<file path="config.mk">
export PLATFORM = sky130hd
export DESIGN_NAME = sdi_dma_irq
export DESIGN_NICKNAME = d
export VERILOG_FILES = /design/src/rtl/sdi_pkg.sv /design/src/rtl/sdi_cfg_regs.sv /design/src/rtl/sdi_done_chan.sv /design/src/rtl/sdi_dma_irq.sv
export SDC_FILE = /design/constraint.sdc
export NUM_CORES = 1
export LEC_CHECK = 0
export CAP_MARGIN = 10
export CORE_AREA = 8 8 45 47
export DETAILED_ROUTE_END_ITERATION = 12
export DIE_AREA = 0 0 53 55
export DONT_BUFFER_PORTS = 1
export PLACE_DENSITY = 0.45
export SLEW_MARGIN = 5
export SYNTH_ARGS = -nofsm -noshare
export SYNTH_HDL_FRONTEND = slang
export SYNTH_SLANG_ARGS = --single-unit
</file>
<file path="constraint.sdc">
create_clock -name clk -period 0.9 [get_ports clk]
set_input_delay 0.045 -clock clk [delete_from_list [all_inputs] [get_ports clk]]
set_output_delay 0.045 -clock clk [all_outputs]
set_load 0.005 [all_outputs]
</file>
<file path="src/rtl/sdi_pkg.sv">
package sdi_pkg;
    localparam int NCH    = 2;
    localparam int ADDR_W = 3;
    localparam int CH_TX  = 0;
    localparam int CH_RX  = 1;

    typedef enum logic [ADDR_W-1:0] {
        A_CTRL  = 3'd0,
        A_MASK  = 3'd1,
        A_RAW   = 3'd2,
        A_MSTAT = 3'd3,
        A_CLR   = 3'd4
    } reg_addr_e;

    typedef struct packed {
        logic [NCH-1:0] dma_en;
        logic [NCH-1:0] mask;
    } cfg_t;

    // Transmit completion is sustained while its DMA enable stays set.
    function automatic bit ch_sustains(int ch);
        return ch == CH_TX;
    endfunction
endpackage

</file>
<file path="src/rtl/sdi_cfg_regs.sv">
module sdi_cfg_regs
    import sdi_pkg::*;
(
    input  logic              clk,
    input  logic              rst,
    input  logic              wr_en,
    input  logic [ADDR_W-1:0] addr,
    input  logic [NCH-1:0]    wdata,
    output cfg_t              cfg,
    output logic [NCH-1:0]    clr_pulse
);
    always_ff @(posedge clk) begin
        if (rst) begin
            cfg <= '0;
        end else if (wr_en) begin
            case (reg_addr_e'(addr))
                A_CTRL:  cfg.dma_en <= wdata;
                A_MASK:  cfg.mask   <= wdata;
                default: ;
            endcase
        end
    end

    always_comb begin
        clr_pulse = '0;
        if (wr_en && reg_addr_e'(addr) == A_CLR) clr_pulse = wdata;
    end

    p_mask_hold_r2: assert property (@(posedge clk) disable iff (rst)
        !wr_en |=> $stable(cfg));
endmodule

</file>
<file path="src/rtl/sdi_done_chan.sv">
module sdi_done_chan #(
    parameter bit SUSTAIN = 1'b0
) (
    input  logic clk,
    input  logic rst,
    input  logic en,
    input  logic done,
    input  logic clr,
    output logic status
);
    logic hold;

    generate
        if (SUSTAIN) begin : g_sustain
            logic fin;
            always_ff @(posedge clk) begin
                if (rst)      fin <= 1'b0;
                else if (!en) fin <= 1'b0;
                else if (done) fin <= 1'b1;
            end
            assign hold = fin & en;

            p_clear_blocked_r6: assert property (@(posedge clk) disable iff (rst)
                (fin && en && clr) |=> status);
        end else begin : g_oneshot
            assign hold = 1'b0;
        end
    endgenerate

    always_ff @(posedge clk) begin
        if (rst) status <= 1'b0;
        else     status <= (done & en) | hold | (status & ~clr);
    end

    p_hold_r3: assert property (@(posedge clk) disable iff (rst)
        (status && !clr) |=> status);
    p_ignored_r4: assert property (@(posedge clk) disable iff (rst)
        (!status && !en) |=> !status);
    p_w1c_r5: assert property (@(posedge clk) disable iff (rst)
        (status && clr && !(done && en) && !hold) |=> !status);
    p_event_wins_r10: assert property (@(posedge clk) disable iff (rst)
        (done && en && clr) |=> status);
endmodule

</file>
<file path="src/rtl/sdi_dma_irq.sv">
module sdi_dma_irq
    import sdi_pkg::*;
(
    input  logic              clk,
    input  logic              rst,
    input  logic              wr_en,
    input  logic [ADDR_W-1:0] addr,
    input  logic [NCH-1:0]    wdata,
    output logic [NCH-1:0]    rdata,
    input  logic              tx_done,
    input  logic              rx_done,
    output logic              irq
);
    cfg_t           cfg;
    logic [NCH-1:0] clr_pulse;
    logic [NCH-1:0] done_vec;
    logic [NCH-1:0] raw;
    logic [NCH-1:0] masked;

    always_comb begin
        done_vec        = '0;
        done_vec[CH_TX] = tx_done;
        done_vec[CH_RX] = rx_done;
    end

    sdi_cfg_regs u_regs (
        .clk       (clk),
        .rst       (rst),
        .wr_en     (wr_en),
        .addr      (addr),
        .wdata     (wdata),
        .cfg       (cfg),
        .clr_pulse (clr_pulse)
    );

    generate
        for (genvar ch = 0; ch < NCH; ch++) begin : g_ch
            sdi_done_chan #(.SUSTAIN(ch_sustains(ch))) u_chan (
                .clk    (clk),
                .rst    (rst),
                .en     (cfg.dma_en[ch]),
                .done   (done_vec[ch]),
                .clr    (clr_pulse[ch]),
                .status (raw[ch])
            );
        end
    endgenerate

    assign masked = raw & cfg.mask;

    always_ff @(posedge clk) begin
        if (rst) irq <= 1'b0;
        else     irq <= |masked;
    end

    always_comb begin
        case (reg_addr_e'(addr))
            A_CTRL:  rdata = cfg.dma_en;
            A_MASK:  rdata = cfg.mask;
            A_RAW:   rdata = raw;
            A_MSTAT: rdata = masked;
            default: rdata = '0;
        endcase
    end

    p_irq_set_r9: assert property (@(posedge clk) disable iff (rst)
        (|(raw & cfg.mask)) |=> irq);
    p_irq_clear_r9: assert property (@(posedge clk) disable iff (rst)
        !(|(raw & cfg.mask)) |=> !irq);
endmodule

</file>
==> run metrics <==
CP max stage delay 0.34 ns; Design Power 707.0 uW; Final Max Tran Viols 0; via count 322; Fmax 1117 MHz; Routed WL 919 um; switching pwr 146.8 uW; Final Cell Area 530.5 um^2; I/O Pins 13; crit path time final 0.8951 ns; Arr. time, crit path 0.85 ns; Synth top area share 0.4460; Final setup viols 0; Pre-antenna DRT Iters 2; die area 2915 um^2; Reg area 166.4 um^2; status finished clean; Core Box Area 1384 um^2; antenna cells 0; P&R area growth vs syn 47.74%; Post-Syn Area 359.1 um^2; synth top area cells dfxtp_1, mux2i_1, nor4b_4; clock sink count 8; routability cong. 0.6990; CTS clock-pin slew for the worst setup and hold paths 0.05 ns; Residual DRC 0; PwrDens 1333 nW/um^2; GR Util All Layers 0.07612; Vias/cell 4.954; Die Y 55 um; root buffer cell clkbuf_4; worst-path cell chain o22ai_2, nor3_2; post-synthesis sequential area ratio 0.4460; H-tree levels 1; drt wl/cell 14.14 um; Total Nets Final 61; fill cell count 139; maximum capacitance violations 0; initial antenna violation count 0; PortBufs 0; Synth Register Bits 8; Slowest cell on crit path dfxtp_2; Comb pwr share 0.107; DRT iter0 DRCs 3; Setup crit start kind flop; CP endpoint kind output pin; DP Area 379.1 um^2; layout cell share with drive strength beyond 1 0.4286; Die X 53 um; Final Cycle Share 0.9946; Multi-input gate area 220.2 um^2; total CTS buffers 3; synth cell count leaders dfxtp_1, nor2_1, mux2i_1, nor3_1, inv_1; vias in the first global route 356; Ys Warns 0; RSZ-0062 raised after global routing yes; initial core utilization 0.2595; Overflow after GRT 0; Rows 14; VDD IR max 0.5013 mV; Distinct cells, synth 15; Final Skew 0.002902 ns; Worst Path Required 0.85 ns; Worst Hold Class input pin to flop; WS Path Type flop to output pin; Worst-Skew Late Latency 0.25 ns; Worst Path Max Fanout 2; most common cell in the netlist dfxtp_1; Hold Vio Cnt, Final 0; syn avg cell area 9.975 um^2; P_int 560.1 uW; sw frac 0.2077; Sequential Power Share 0.517; Worst-Margin Slew 0.2866 ns; Yosys top cell by area dfxtp_1; TritonCTS clock tree built; Clk pwr share 0.376; synthesized instance count 36; EDFF count, synth 0; largest net degree at the start of global routing 7; Leak 0.2161 nW; clock tree buffer depth 2; first-pass GRT wire length 1552 um; Slew HR 0.8081; Net Count, Synth 46; Top FF cell, synth dfxtp_1; Post-synth ARST share 0; ANT nets after route 0
[worst max-delay path: cells and delay by family (launching register included)]
kind	cells	cell delay, ns
AOI/OAI and AO/OA	1	0.07
DFF	1	0.34
and+or+nand+nor	1	0.19
[state kept, by name (all words and copies together), names as in the netlist]
name	cells
u_regs.cfg	4
g_ch.u_chan.status	2
g_ch.u_chan.g_sustain.fin	1
irq	1
[routing by layer]
layer	share of wire	GRT usage	vias up	routed length, um
met5	0	0	-	0
met4	0.0065	0.06466	0	6
met3	0.12	0.04545	2	107
met2	0.49	0.1191	8	453
met1	0.38	0.07034	153	350
li1	-	-	159	-
[through the flow]
stage          std cells  setup slack, ns  utilization  hold slack, ns  TNS (ns)
6_report              65         0.004902       0.3834         0.01699         0
5_1_grt               65         -0.06546       0.3834         0.01022   -0.1062
4_1_cts               65         -0.02556       0.3825        0.005158  -0.03732
3_5_place_dp          52          0.06447       0.2740          0.1203         0
3_3_place_gp          52          0.09111       0.2740          0.1185         0
2_1_floorplan         36          0.09690            -          0.1171         0
[layout by cell type, fill, tap and decap left out, drive strengths merged]
master       instances
nand2                2
a21oi                1
a31o                 1
dfxtp                8
clkbuf               3
inv                  3
buf                  4
a311oi               1
nor3                 4
nor4b                1
o22ai                2
nor2                 5
dlygate4sd3          6
a22oi                1
o211a                1
mux2i                4
and4bb               2
[power groups by stage]
stage	clock [mW]	combinational (mW)	sequential, mW
floorplan	0	0.0315	0.371
global placement	0	0.0351	0.372
detailed placement	0	0.0357	0.372
CTS	0.276	0.0757	0.365
global route	0.308	0.0832	0.366
finish	0.266	0.0757	0.365
[repair_timing]
item,in CTS,in global routing
pin swaps,4,3
gates resized for setup,10,1
hold endpoints to repair,8,0
endpoints found under the setup margin,2,3
setup buffers,4,0
hold buffers,6,0
[worst paths after layout]
kind / from / slack [ns] / endpoint / cells after the start
worst max-delay path: u_regs.cfg[1]$_SDFFE_PP0P_ / 0.005 / rdata[1] / 2
worst min-delay path: rst / 0.02 / g_ch[0].u_chan.status$_SDFF_PP0_ / 2
worst max register to register: g_ch[1].u_chan.status$_SDFF_PP0_ / 0.04 / g_ch[1].u_chan.status$_SDFF_PP0_ / 3
worst min register to register: g_ch[0].u_chan.g_sustain.fin$_SDFFE_PP0P_ / 0.51 / g_ch[0].u_chan.g_sustain.fin$_SDFFE_PP0P_ / 1
[layout make-up]
type                    instances  area share
clock buffers                   3     0.04245
inverters                       3     0.02123
multi-input cells              25      0.4151
flip-flops and latches          8      0.3137
well taps                      16     0.03774
repair buffers                 10      0.1698
[cells by family (layout without fill, tap and decap cells)]
kind of cell    after synthesis  after routing  synth area share
flops                         8              8            0.4460
simple gates                 14             14            0.2648
mux                           4              4            0.1115
compound gates                7              7            0.1463
buf+inv                       3             16           0.03136
No activity file was read; power rests on OpenSTA's default activity.
